--- src/rtl/tune_pkg.sv ---
package tune_pkg;
  typedef enum logic [3:0] {
    ST_IDLE, ST_PH, ST_RD, ST_POLL, ST_GAP, ST_NEXT, ST_DRV, ST_RST, ST_CDR
  } tune_st_e;

  localparam logic CMD_TUNE = 1'b0;
  localparam logic CMD_STAT = 1'b1;

  localparam logic [7:0] PAT_STEP        = 8'd29;
  localparam logic [7:0] PAT_BASE_NARROW = 8'h4B;
  localparam logic [7:0] PAT_BASE_WIDE   = 8'hA7;
endpackage

--- src/rtl/tune_pat_rom.sv ---
module tune_pat_rom
  import tune_pkg::*;
#(
  parameter int IDXW = 8
) (
  input  logic [IDXW-1:0] idx_i,
  input  logic            wide_i,
  output logic [7:0]      byte_o
);
  logic [7:0] base;
  logic [7:0] idx8;

  generate
    if (IDXW >= 8) begin : g_trunc
      assign idx8 = idx_i[7:0];
    end else begin : g_pad
      assign idx8 = {{(8-IDXW){1'b0}}, idx_i};
    end
  endgenerate

  assign base   = wide_i ? PAT_BASE_WIDE : PAT_BASE_NARROW;
  assign byte_o = 8'(idx8 * PAT_STEP) + base;
endmodule

--- src/rtl/tune_rx_chk.sv ---
module tune_rx_chk #(
  parameter int LEN_NARROW = 64,
  parameter int LEN_WIDE   = 128
) (
  input  logic       clk_i,
  input  logic       rst_ni,
  input  logic       arm_i,
  input  logic       wide_i,
  input  logic       vld_i,
  input  logic [7:0] byte_i,
  output logic       ok_o
);
  localparam int CNTW = $clog2(LEN_WIDE + 1);

  logic [CNTW-1:0] cnt_q;
  logic            bad_q;
  logic [CNTW-1:0] len;
  logic [7:0]      exp_byte;

  assign len = wide_i ? CNTW'(LEN_WIDE) : CNTW'(LEN_NARROW);

  tune_pat_rom #(.IDXW(CNTW)) u_rom (
    .idx_i  (cnt_q),
    .wide_i (wide_i),
    .byte_o (exp_byte)
  );

  // counter and error latch are held clear outside a read
  always_ff @(posedge clk_i or negedge rst_ni) begin
    if (!rst_ni) begin
      cnt_q <= '0;
      bad_q <= 1'b0;
    end else if (!arm_i) begin
      cnt_q <= '0;
      bad_q <= 1'b0;
    end else if (vld_i) begin
      if (cnt_q == len) begin
        bad_q <= 1'b1;
      end else begin
        if (byte_i != exp_byte) bad_q <= 1'b1;
        cnt_q <= cnt_q + 1'b1;
      end
    end
  end

  assign ok_o = !bad_q && (cnt_q == len);
endmodule

--- src/rtl/tune_poll_tmr.sv ---
module tune_poll_tmr #(
  parameter int LIMIT = 100,
  parameter int GAP   = 500
) (
  input  logic clk_i,
  input  logic rst_ni,
  input  logic clr_i,
  input  logic hit_i,
  input  logic gap_run_i,
  output logic last_o,
  output logic gap_done_o
);
  localparam int PCW = $clog2(LIMIT + 1);
  localparam int GCW = $clog2(GAP + 1);

  logic [PCW-1:0] poll_q;
  logic [GCW-1:0] gap_q;

  always_ff @(posedge clk_i or negedge rst_ni) begin
    if (!rst_ni) begin
      poll_q <= '0;
    end else if (clr_i) begin
      poll_q <= '0;
    end else if (hit_i) begin
      poll_q <= poll_q + 1'b1;
    end
  end

  always_ff @(posedge clk_i or negedge rst_ni) begin
    if (!rst_ni) begin
      gap_q <= '0;
    end else if (!gap_run_i || gap_done_o) begin
      gap_q <= '0;
    end else begin
      gap_q <= gap_q + 1'b1;
    end
  end

  assign last_o     = (poll_q == PCW'(LIMIT - 1));
  assign gap_done_o = (gap_q == GCW'(GAP - 1));
endmodule

--- src/rtl/tune_sweep_ctrl.sv ---
module tune_sweep_ctrl
  import tune_pkg::*;
#(
  parameter int PHASES     = 16,
  parameter int DRV_MAX    = 3,
  parameter int LEN_NARROW = 64,
  parameter int LEN_WIDE   = 128,
  parameter int POLL_LIMIT = 100,
  parameter int POLL_GAP   = 500,
  localparam int PW = $clog2(PHASES),
  localparam int DW = $clog2(DRV_MAX + 1)
) (
  input  logic              clk_i,
  input  logic              rst_ni,
  input  logic              start_i,
  input  logic              bus_wide_i,
  output logic              ph_req_o,
  output logic [PW-1:0]     ph_val_o,
  input  logic              ph_ack_i,
  input  logic              ph_err_i,
  output logic              cmd_req_o,
  output logic              cmd_kind_o,
  output logic              cdr_en_o,
  input  logic              cmd_ack_i,
  input  logic              cmd_err_i,
  input  logic              card_tran_i,
  input  logic              rx_valid_i,
  input  logic [7:0]        rx_byte_i,
  output logic              drv_req_o,
  output logic [DW-1:0]     drv_val_o,
  input  logic              drv_ack_i,
  input  logic              drv_ok_i,
  output logic              busy_o,
  output logic              done_o,
  output logic              err_o,
  output logic              warn_o,
  output logic [PHASES-1:0] pass_mask_o
);
  localparam logic [PW-1:0] LAST_PH = PW'(PHASES - 1);
  localparam logic [DW-1:0] TOP_DRV = DW'(DRV_MAX);

  tune_st_e          st_q;
  logic [PW-1:0]     phase_q;
  logic [PHASES-1:0] mask_q;
  logic [DW-1:0]     drv_q;
  logic              chg_q, warn_q, err_q, done_q, wide_q;
  logic              rx_arm, rx_ok, poll_last, gap_done, all_pass;

  assign all_pass = &mask_q;
  assign rx_arm   = (st_q == ST_RD) || (st_q == ST_CDR);

  tune_rx_chk #(.LEN_NARROW(LEN_NARROW), .LEN_WIDE(LEN_WIDE)) u_rx (
    .clk_i  (clk_i),
    .rst_ni (rst_ni),
    .arm_i  (rx_arm),
    .wide_i (wide_q),
    .vld_i  (rx_valid_i),
    .byte_i (rx_byte_i),
    .ok_o   (rx_ok)
  );

  tune_poll_tmr #(.LIMIT(POLL_LIMIT), .GAP(POLL_GAP)) u_poll (
    .clk_i      (clk_i),
    .rst_ni     (rst_ni),
    .clr_i      (st_q == ST_RD),
    .hit_i      ((st_q == ST_POLL) && cmd_ack_i),
    .gap_run_i  (st_q == ST_GAP),
    .last_o     (poll_last),
    .gap_done_o (gap_done)
  );

  always_ff @(posedge clk_i or negedge rst_ni) begin
    if (!rst_ni) begin
      st_q    <= ST_IDLE;
      phase_q <= '0;
      mask_q  <= '0;
      drv_q   <= '0;
      chg_q   <= 1'b0;
      warn_q  <= 1'b0;
      err_q   <= 1'b0;
      done_q  <= 1'b0;
      wide_q  <= 1'b0;
    end else begin
      done_q <= 1'b0;
      unique case (st_q)
        ST_IDLE: if (start_i) begin
          st_q    <= ST_PH;
          phase_q <= '0;
          mask_q  <= '0;
          drv_q   <= '0;
          chg_q   <= 1'b0;
          warn_q  <= 1'b0;
          err_q   <= 1'b0;
          wide_q  <= bus_wide_i;
        end
        ST_PH: if (ph_ack_i) begin
          if (ph_err_i) begin
            err_q  <= 1'b1;
            done_q <= 1'b1;
            st_q   <= ST_IDLE;
          end else begin
            st_q <= ST_RD;
          end
        end
        ST_RD: if (cmd_ack_i) begin
          if (cmd_err_i) begin
            st_q <= ST_POLL;
          end else begin
            mask_q[phase_q] <= rx_ok;
            st_q            <= ST_NEXT;
          end
        end
        ST_POLL: if (cmd_ack_i) begin
          st_q <= ((!cmd_err_i && card_tran_i) || poll_last) ? ST_NEXT : ST_GAP;
        end
        ST_GAP: if (gap_done) st_q <= ST_POLL;
        ST_NEXT: begin
          if (phase_q != LAST_PH) begin
            phase_q <= phase_q + 1'b1;
            st_q    <= ST_PH;
          end else if (all_pass && (drv_q < TOP_DRV)) begin
            drv_q <= drv_q + 1'b1;
            st_q  <= ST_DRV;
          end else if (chg_q) begin
            st_q <= ST_RST;
          end else if (all_pass) begin
            warn_q <= 1'b1;
            st_q   <= ST_CDR;
          end else begin
            done_q <= 1'b1;
            err_q  <= (mask_q == '0);
            st_q   <= ST_IDLE;
          end
        end
        ST_DRV: if (drv_ack_i) begin
          if (drv_ok_i) begin
            chg_q   <= 1'b1;
            phase_q <= '0;
            mask_q  <= '0;
            st_q    <= ST_PH;
          end else if (drv_q < TOP_DRV) begin
            drv_q <= drv_q + 1'b1;
          end else if (chg_q) begin
            st_q <= ST_RST;
          end else begin
            warn_q <= 1'b1;
            st_q   <= ST_CDR;
          end
        end
        ST_RST: if (drv_ack_i) begin
          if (all_pass) begin
            warn_q <= 1'b1;
            st_q   <= ST_CDR;
          end else begin
            done_q <= 1'b1;
            err_q  <= (mask_q == '0);
            st_q   <= ST_IDLE;
          end
        end
        ST_CDR: if (cmd_ack_i) begin
          done_q <= 1'b1;
          st_q   <= ST_IDLE;
        end
        default: st_q <= ST_IDLE;
      endcase
    end
  end

  assign ph_req_o    = (st_q == ST_PH);
  assign ph_val_o    = phase_q;
  assign cmd_req_o   = (st_q == ST_RD) || (st_q == ST_POLL) || (st_q == ST_CDR);
  assign cmd_kind_o  = (st_q == ST_POLL) ? CMD_STAT : CMD_TUNE;
  assign cdr_en_o    = (st_q == ST_CDR);
  assign drv_req_o   = (st_q == ST_DRV) || (st_q == ST_RST);
  assign drv_val_o   = (st_q == ST_RST) ? '0 : drv_q;
  assign busy_o      = (st_q != ST_IDLE);
  assign done_o      = done_q;
  assign err_o       = err_q;
  assign warn_o      = warn_q;
  assign pass_mask_o = mask_q;
endmodule

--- config.mk ---
export PLATFORM = sky130hd
export DESIGN_NAME = tune_sweep_ctrl
export DESIGN_NICKNAME = d
export VERILOG_FILES = /design/src/rtl/tune_pkg.sv /design/src/rtl/tune_pat_rom.sv /design/src/rtl/tune_rx_chk.sv /design/src/rtl/tune_poll_tmr.sv /design/src/rtl/tune_sweep_ctrl.sv
export SDC_FILE = /design/constraint.sdc
export NUM_CORES = 1
export LEC_CHECK = 0
export CAP_MARGIN = 20
export CORE_MARGIN = 5
export CORE_UTILIZATION = 30
export CTS_CLUSTER_DIAMETER = 150
export CTS_CLUSTER_SIZE = 40
export DETAILED_ROUTE_END_ITERATION = 8
export PLACE_DENSITY_LB_ADDON = 0.08
export SLEW_MARGIN = 20
export SYNTH_ARGS = -nofsm -noshare
export SYNTH_HDL_FRONTEND = slang
export SYNTH_HIERARCHICAL = 1
export SYNTH_SLANG_ARGS = --single-unit
--- constraint.sdc ---
create_clock -name clk_i -period 4.05 [get_ports clk_i]
set_input_delay 0.6075 -clock clk_i [delete_from_list [all_inputs] [get_ports clk_i]]
set_output_delay 0.6075 -clock clk_i [all_outputs]
set_load 0.05 [all_outputs]
==> results.ini, run 1 <==
[outcome]
status = finished clean

[clocking]
cts_made_buffers = 5
postCtsSetupBuffers = 0
clk_latency_ps = 300
cts_tree = built
cts_buffer_depth = 2
cts.reportedPaths.clkPinSlew_ps = 70
hold_buffers = 0
clkSinkCount = 56
cts_root_buffer = clkbuf_16
cts_max_level = 2

[finish]
n_antenna_cell = 0
layout.nets = 581
areaGrowthSynthToFinish_pct = 18.4
drive_gt1_frac = 0.0759
fin_util = 0.358
multiInputGateArea_um2 = 2700
seq_area_um2 = 1400
fillers = 1432

[synth]
ys_seq_elements = 56
synth.avg_cell_area_um2 = 8.94
syn_area_um2 = 4340
synth_most_common_cell = nand2_1
yosysTopAreaCellShare = 0.323
yosysSeqAreaShare = 0.323
synth_top_area_cell = dfrtp_1
synth-edff-count = 0
yosysUniqueCellTypes = 75
yosys_warnings = 6
synth_flop_cell = dfrtp_1
syn_nets = 540
yosys-top-cells-count = 59 x nand2_1, 56 x dfrtp_1, 37 x o21ai_0, 34 x a21oi_1, 32 x inv_1
yosys-top-cells-area = dfrtp_1 32%, ha_1 6.9%, nand2_1 5.1%, fa_1 4.6%, o21ai_0 4.3%
async_flop_share = 1.00
synth_cells = 486

[floorplan]
die_area_um2 = 17000
rows = 44
core_um2 = 14400
initial_core_util = 0.302
ios = 51
die_width_um = 130
die_h_um = 130

[setup_path]
path_cells = inv_1 -> fa_1 -> fa_1 -> inv_1 -> ha_1 -> ha_1 -> o21ai_0 -> o21bai_1 -> a21oi_1 -> xnor2_1 -> xnor2_1 -> nand4_1 -> nor4b_2 -> a31oi_1
rr_endpoint = u_rx/bad_q
start_kind = flip-flop
critical_path.startpoint = u_rx/cnt_q[3]
worst_ep_arrival_time_ps = 3870
crit_path_end = u_rx/bad_q
worstSetupEndpointType = flip-flop
slowest_delay_ps = 550
worst_ep_required_time_ps = 4210
r2r_slack_ps = 340
worstReg2RegStart = u_rx/cnt_q[3]
slowest_stage = fa_1
crit_fanout = 7
criticalPathCategory = flip-flop to flip-flop
ff2ff_path_depth = 14

[timing]
hold_violations = 0
tightestPinTransition_ps = 896
maxSlewViolCount = 0
period_minus_slack_ps = 3710
maxSlewHeadroom = 0.402
setup_violations = 0
max_freq_mhz = 270
fin_tns_setup_ps = 0
fin_crit_sh = 0.915
fin_skew_ps = 8.03
rsz0062_at_grt = false

[run]
maxCapViolations = 0

[global_routing]
antenna_found_initial = 0
grt_max_degree = 38
grt.overflow.total = 0
track_usage = 0.139
grt_pass1_wl_mm = 19.1
first_global_vias = 3640

[detailed_routing]
vias = 3711
drt-pass1-iter-count = 4
postRouteAntennaNets = 0
drc = 0
avgRoutedWirePerCell_um = 16.0
routed_wl_mm = 11.4
viasPerCell = 5.22
dr.first_iter.drc_count = 245

[place]
gp_congestion = 0.838
portBuffers = 50
hpwl_mm = 8.78

[pwr]
leakage_uw = 0.00225
peakVddDrop_uv = 268
p_per_area_nw_per_um2 = 469

[min_path]
hold_class = primary input to async pin

## routing by layer
metal | routed length [µm] | vias up | global-route usage
met5 | 0 | - | 0
met4 | 99 | 0 | 0.0236
met3 | 483 | 11 | 0.0242
met2 | 5120 | 81 | 0.209
met1 | 5670 | 1803 | 0.212
li1 | - | 1816 | -
## state kept, by name, indices dropped and copies added (netlist names)
signal,count
st_q,4
u_poll/poll_q,7
done_o,1
drv_q,2
ph_val_o,4
warn_o,1
pass_mask_o,16
err_o,1
u_rx/cnt_q,8
chg_q,1
wide_q,1
u_poll/gap_q,9
u_rx/bad_q,1
## cell usage in the layout (no fill, tap or decap), drive strengths merged, types with 3 or more instances in the layout
cell type / instances
nand4: 14
nor2b: 7
mux2: 3
a21o: 4
clkdlybuf4s50: 49
a21oi: 34
o21bai: 3
nand2b: 5
a31oi: 8
or2: 3
fa: 10
nand3: 14
o21a: 4
mux2i: 8
nor4: 7
or3: 6
xnor2: 15
dfrtp: 56
clkbuf: 6
inv: 33
and3: 3
and2: 10
a211oi: 3
nor2: 21
xor2: 11
nand3b: 5
o22ai: 6
buf: 7
o21ai: 38
nor3: 10
nand2: 59
ha: 24
## layout make-up
type / instances / area share
multi-input combinational: 375 / 0.524
sequential: 56 / 0.273
timing repair buffer: 56 / 0.105
tap: 184 / 0.0448
clock buffer: 6 / 0.0270
inverter: 33 / 0.0241
clock inverter: 1 / 0.00170
## power by group
| part | switching, µW | total [µW] | internal (µW) | leakage (µW) |
|---|---|---|---|---|
| combinational | 769 | 1260 | 496 | 0.00141 |
| sequential | 81.5 | 696 | 615 | 0.000769 |
| clock | 205 | 450 | 245 | 0.0000729 |
## kinds of logic after synthesis
logic type | after synthesis | synth area share
xor+xnor | 27 | 0.0619
fa+ha+maj | 34 | 0.115
compound gates | 123 | 0.188
mux | 11 | 0.0271
simple gates | 180 | 0.227
buf+inv | 55 | 0.0579
flops | 56 | 0.323
## worst min path at each step
stage / endpoint / from / slack (ps) / cells past startpoint
floorplan: chg_q / rst_ni / 310 / 0
global placement: u_poll/gap_q[0] / u_poll/gap_q[0] / 480 / 1
detailed placement: u_poll/gap_q[0] / u_poll/gap_q[0] / 490 / 1
CTS: u_poll/gap_q[3] / rst_ni / 470 / 1
global route: u_poll/gap_q[0] / u_poll/gap_q[0] / 510 / 1
finish: u_poll/gap_q[3] / rst_ni / 430 / 1
## worst max-delay path: cells and delay by family, from the launching register on
kind / cells / cell delay [ps]
adder cells (fa/ha/maj): 4 / 1660
AND/OR/NAND/NOR: 2 / 370
buffers and inverters: 2 / 230
AO/OA/AOI/OAI: 4 / 460
XOR/XNOR: 2 / 330
flip-flops: 1 / 510
## per-stage QoR
stage	hold WS [ps]	setup slack [ps]	total power, µW	cell area, µm²	instances
after floorplan	312	474	1640	4340	486
after global placement	477	324	1970	4990	704
after detailed placement	488	233	1980	4990	704
after CTS	470	217	2440	5130	711
after global routing	514	33.0	2600	5140	711
final	434	345	2410	5140	711
## repair_timing
action | CTS | global route
setup endpoints to repair | 0 | 1
hold endpoints to repair | 0 | 0
resized for setup | 0 | 3
No activity file was read; power rests on OpenSTA's default activity.
==> run 2, diff against run 1 <==
- CORE_ASPECT_RATIO: default -> 0.7
- CORE_UTILIZATION: 30 -> 57
- CTS_CLUSTER_SIZE: 40 -> 28
==> run 2 against run 1 <==
Compared with the run above: die area is 44% lower; routed wire length fell by 3.5%; worst hold slack got worse by 140 ps; cell area shrank 3.0%; register-to-register slack worse by 150 ps; clock power decreased by 10%; critical path depth down 2; non-clock buffer count fell by 2; sequential power up 4.5%; maximum frequency down 3.8%; setup slack got worse by 150 ps.
==> results.ini, run 2 (synthesis results as in run 1) <==
[outcome]
status = finished clean

[detailed_routing]
routed_wl_mm = 11.0
dr.first_iter.drc_count = 338
drc = 0
viasPerCell = 6.03
avgRoutedWirePerCell_um = 17.6
drt-pass1-iter-count = 5
postRouteAntennaNets = 0
vias = 3764

[floorplan]
die_h_um = 83.0
initial_core_util = 0.591
core_um2 = 7350
die_area_um2 = 9500
die_width_um = 114
rows = 26
ios = 51

[min_path]
hold_class = primary input to async pin

[setup_path]
worstSetupEndpointType = flip-flop
worst_ep_arrival_time_ps = 4030
ff2ff_path_depth = 12
worst_ep_required_time_ps = 4230
criticalPathCategory = flip-flop to flip-flop
start_kind = flip-flop
crit_fanout = 10

[finish]
fin_util = 0.679
n_antenna_cell = 0
largest_register_ff_count = 16
most-common-layout-cells = 59 x nand2_1, 54 x dfrtp_1, 49 x clkdlybuf4s50_1
layout.nets = 579
areaGrowthSynthToFinish_pct = 14.8
layout_commonest_cell = nand2_1
drive_gt1_frac = 0.0722

[pwr]
peakVddDrop_uv = 253
p_per_area_nw_per_um2 = 471
leakage_uw = 0.00223

[timing]
fin_crit_sh = 0.951
rsz0062_at_grt = false
setup_ws_ps = 198
setup_violations = 0
period_minus_slack_ps = 3850
max_freq_mhz = 260
maxSlewViolCount = 0
tightestPinTransition_ps = 748
fin_skew_ps = 14.7
maxSlewHeadroom = 0.497
fin_tns_setup_ps = 0
hold_slack_ps = 293
hold_violations = 0

[clocking]
hold_buffers = 0
cts_buffer_depth = 2
clk_latency_ps = 320
cts.reportedPaths.clkPinSlew_ps = 100
cts_tree = built
clkSinkCount = 56
cts_max_level = 2
cts_root_buffer = clkbuf_8
cts_made_buffers = 5

[place]
gp_congestion = 0.908
portBuffers = 50
hpwl_mm = 8.40
dp_slack_ps = 83.9

[global_routing]
antenna_found_initial = 0
first_global_vias = 3704
grt_max_degree = 31
grt.overflow.total = 0
track_usage = 0.235
grt_pass1_wl_mm = 18.6

[run]
maxCapViolations = 0

==> run 2: cell count changes in the layout (fill, tap and decap cells not counted), sizes merged <==
cell | before | now
buf | 7 | 5
bufinv | 0 | 1
==> run 2: repair_timing <==
action,4_1_cts,5_1_grt
endpoints found under the setup margin,0,1
resized for setup,0,3
setup buffers,0,1
==> run 2: worst max-delay path: stages (launching register included) <==
cell and delay (ps):
dfrtp_2 500, fa_1 540, fa_1 450, fa_1 490
ha_1 360, o21ai_1 190, o21bai_1 100, a21oi_1 190
xnor2_1 160, xnor2_1 150, nand4_1 150, nor4b_1 300
a31oi_1 140
==> run 2: final timing paths <==
check	startpoint	slack (ps)	endpoint
setup / recovery	u_rx/cnt_q[2]	200	u_rx/bad_q
hold / removal	rst_ni	290	u_rx/cnt_q[7]
min in group clk_i	u_poll/gap_q[0]	510	u_poll/gap_q[0]
hold reg to reg	u_poll/gap_q[0]	510	u_poll/gap_q[0]
max in group asynchronous	rst_ni	2920	u_poll/poll_q[2]
setup reg to reg	u_rx/cnt_q[2]	200	u_rx/bad_q
==> run 2: layer usage <==
metal / global-route usage / up-vias / part of all wire
met3: 0.0378 / 9 / 0.058
met1: 0.349 / 1817 / 0.48
li1: - / 1810 / -
met5: 0 / - / 0
met2: 0.366 / 128 / 0.45
met4: 0.0399 / 0 / 0.0081
==> run 2: final cells by class <==
cell class | count | area (µm²)
clock buffer | 6 | 82.6
tap | 98 | 123
multi-input combinational | 375 | 2690
sequential | 56 | 1400
fill | 627 | 2360
clock inverter | 2 | 38.8
timing repair buffer | 54 | 526
inverter | 33 | 124
==> run 2: stage by stage <==
stage | instance area (µm²) | instances | power, µW
after floorplan | 4340 | 486 | 1640
after global placement | 4860 | 615 | 1900
after detailed placement | 4860 | 615 | 1940
after CTS | 4980 | 623 | 2350
after global routing | 4990 | 624 | 2510
final | 4990 | 624 | 2350
==> run 2: power by group <==
part / switching, µW / internal, µW / total (µW)
Combinational: 738 / 482 / 1220
Clock: 200 / 203 / 403
Sequential: 113 / 614 / 727
==> run 3, diff against run 2 <==
- CORE_UTILIZATION: 57 -> 56
- SYNTH_HIERARCHICAL: 1 -> default
==> run 3 against run 2 <==
Compared with the run above: worst hold slack worse by 20 ps; critical path depth is 1 higher; clock skew is 1.6 ps lower; count of clock-buffer cells in the layout is 1 higher; setup slack better by 29 ps; cell area is 8.0% lower; power is 6.4% lower; sequential share of layout area is 2.5 points higher; register-to-register slack better by 30 ps; final cell count is 7.4% lower; combinational power is 8% lower; non-clock buffer count is 2 lower.
==> results.ini, run 3 <==
[clocking]
cts_root_buffer = clkbuf_8
cts_buffer_depth = 2
cts_made_buffers = 5
cts.reportedPaths.clkPinSlew_ps = 100
cts_tree = built
clk_latency_ps = 320
cts_max_level = 2
hold_buffers = 0
clkSinkCount = 56

[synth]
synth_most_common_cell = dfrtp_1
async_flop_share = 1.00
synth_top_area_cell = dfrtp_1
synth_top_family_by_area = simple AND/OR/NAND/NOR gates
synth-xor-area-share = 0.0863
yosysSeqAreaShare = 0.354
syn_area_um2 = 3960
yosysTopAreaCellShare = 0.354
yosys-top-cells-count = 56 x dfrtp_1, 49 x o21ai_0, 41 x nor2_1, 32 x nand2_1, 28 x a21oi_1
synth_compound_area_frac = 0.164
synth_fa_ha_area_frac = 0.136
yosysUniqueCellTypes = 56
yosys-top-cells-area = dfrtp_1 35%, ha_1 8.5%, o21ai_0 6.2%, fa_1 5.1%, xnor2_1 4.6%
ys_seq_elements = 56
synth_flop_cell = dfrtp_1
yosys_warnings = 0
synth-edff-count = 0
synth_cells = 444
syn_nets = 501
synthSimpleGateAreaFrac = 0.201
synthMuxAreaShare = 0.0111
synth.avg_cell_area_um2 = 8.91

[finish]
largest_register_ff_count = 16
layout_commonest_cell = dfrtp_1
layout.nets = 540
n_antenna_cell = 0
areaGrowthSynthToFinish_pct = 16.0
most-common-layout-cells = 54 x dfrtp_1, 49 x o21ai_0, 49 x clkdlybuf4s50_1
fin_util = 0.673
final_area_um2 = 4590
drive_gt1_frac = 0.0455

[setup_path]
crit_fanout = 9
worst_ep_required_time_ps = 4240
slowest_stage = fa_1
crit_top_cell = inv_1
r2r_slack_ps = 230
path_cells = inv_1 -> ha_1 -> ha_1 -> inv_1 -> fa_1 -> inv_1 -> fa_1 -> xnor2_1 -> nand4_1 -> nor4b_2 -> nand3_1 -> or4b_1 -> nor3b_1
ff2ff_path_depth = 13
critical_path.startpoint = u_rx.cnt_q[0]
worst_ep_arrival_time_ps = 4010
worstSetupEndpointType = flip-flop
start_kind = flip-flop
rr_endpoint = u_rx.bad_q
slowest_delay_ps = 550
criticalPathCategory = flip-flop to flip-flop
worstReg2RegStart = u_rx.cnt_q[0]

[place]
dp_slack_ps = 129
dpl_cell_area_um2 = 4490
gp_congestion = 0.884
portBuffers = 50
hpwl_mm = 7.22

[detailed_routing]
postRouteAntennaNets = 0
dr.first_iter.drc_count = 238
routed_wl_mm = 9.54
drc = 0
avgRoutedWirePerCell_um = 16.5
viasPerCell = 5.78
drt-pass1-iter-count = 4
vias = 3340

[global_routing]
grt.overflow.total = 0
antenna_found_initial = 0
first_global_vias = 3388
grt_max_degree = 32
track_usage = 0.225
grt_pass1_wl_mm = 16.4

[outcome]
status = finished clean

[run]
maxCapViolations = 0

[floorplan]
die_h_um = 80.3
rows = 25
core_um2 = 6820
ios = 51
die_width_um = 110
initial_core_util = 0.580
die_area_um2 = 8870

[pwr]
peakVddDrop_uv = 301
leakage_uw = 0.00198
p_per_area_nw_per_um2 = 479

[min_path]
hold_class = primary input to async pin

[timing]
hold_slack_ps = 273
fin_crit_sh = 0.944
period_minus_slack_ps = 3820
setup_ws_ps = 227
maxSlewHeadroom = 0.458
setup_violations = 0
fin_skew_ps = 13.1
max_freq_mhz = 262
rsz0062_at_grt = false
fin_tns_setup_ps = 0
maxSlewViolCount = 0
tightestPinTransition_ps = 809
hold_violations = 0

-- run 3: cell count changes in the layout (fill, tap and decap cells not counted), sizes merged, moves of 4 or more --
cell / previous run / this run
o21ai: 38 / 50
xnor2: 15 / 21
nand2: 59 / 32
a21oi: 34 / 28
nor3: 10 / 5
inv: 33 / 25
xor2: 11 / 18
a31oi: 8 / 4
mux2i: 8 / 1
nor2: 21 / 41
-- run 3: logic make-up (layout without fill, tap and decap cells) --
kind of cell	after synthesis	count (layout)
compound gates	110	110
buf+inv	45	85
xor+xnor	39	39
fa+ha+maj	37	37
flops	56	56
simple gates	153	153
mux	4	4
-- run 3: metal layers --
metal  track usage  vias up  wire length (µm)
met5             0        -                 0
met4        0.0640        0               151
met3        0.0497       17               479
li1              -     1630                 -
met1         0.312     1598              4570
met2         0.357       95              4340
-- run 3: stage by stage --
step                      std cells  power (µW)
after global placement          570        1840
after CTS                       578        2210
after floorplan                 444        1570
after detailed placement        570        1880
final                           578        2200
after global routing            578        2370
-- run 3: report_power, final --
| group | internal [µW] | leakage, µW | total [µW] | switching, µW |
|---|---|---|---|---|
| registers | 616 | 0.000768 | 753 | 137 |
| logic | 427 | 0.00117 | 1120 | 698 |
| clock network | 139 | 0.0000445 | 321 | 182 |
-- run 3: critical path: cells and delay by family, from the launching register on --
family,cells,cell delay [ps]
xor+xnor,1,130
fa+ha+maj,4,1740
buf+inv,3,190
flops,1,480
simple gates,5,1170
-- run 3: layout make-up --
class,count,area (µm²)
Fill cell,595,2230
Sequential cell,56,1400
Timing Repair Buffer,52,510
Multi-Input combinational cell,343,2370
Tap cell,94,118
Clock inverter,1,7.51
Inverter,25,93.8
Clock buffer,7,86.3
-- run 3: how the worst max path moves through the flow --
stage	endpoint	slack, ps	cells after the start
after global placement	u_rx.bad_q	320	13
after detailed placement	u_rx.bad_q	130	13
after global routing	u_rx.bad_q	40	13
after floorplan	u_rx.bad_q	440	13
after CTS	u_rx.bad_q	100	13
final	u_rx.bad_q	230	13
-- run 3: what timing repair did --
action,in CTS,in global routing
gates resized for setup,0,2
setup endpoints to repair,0,1
buffers inserted,0,0
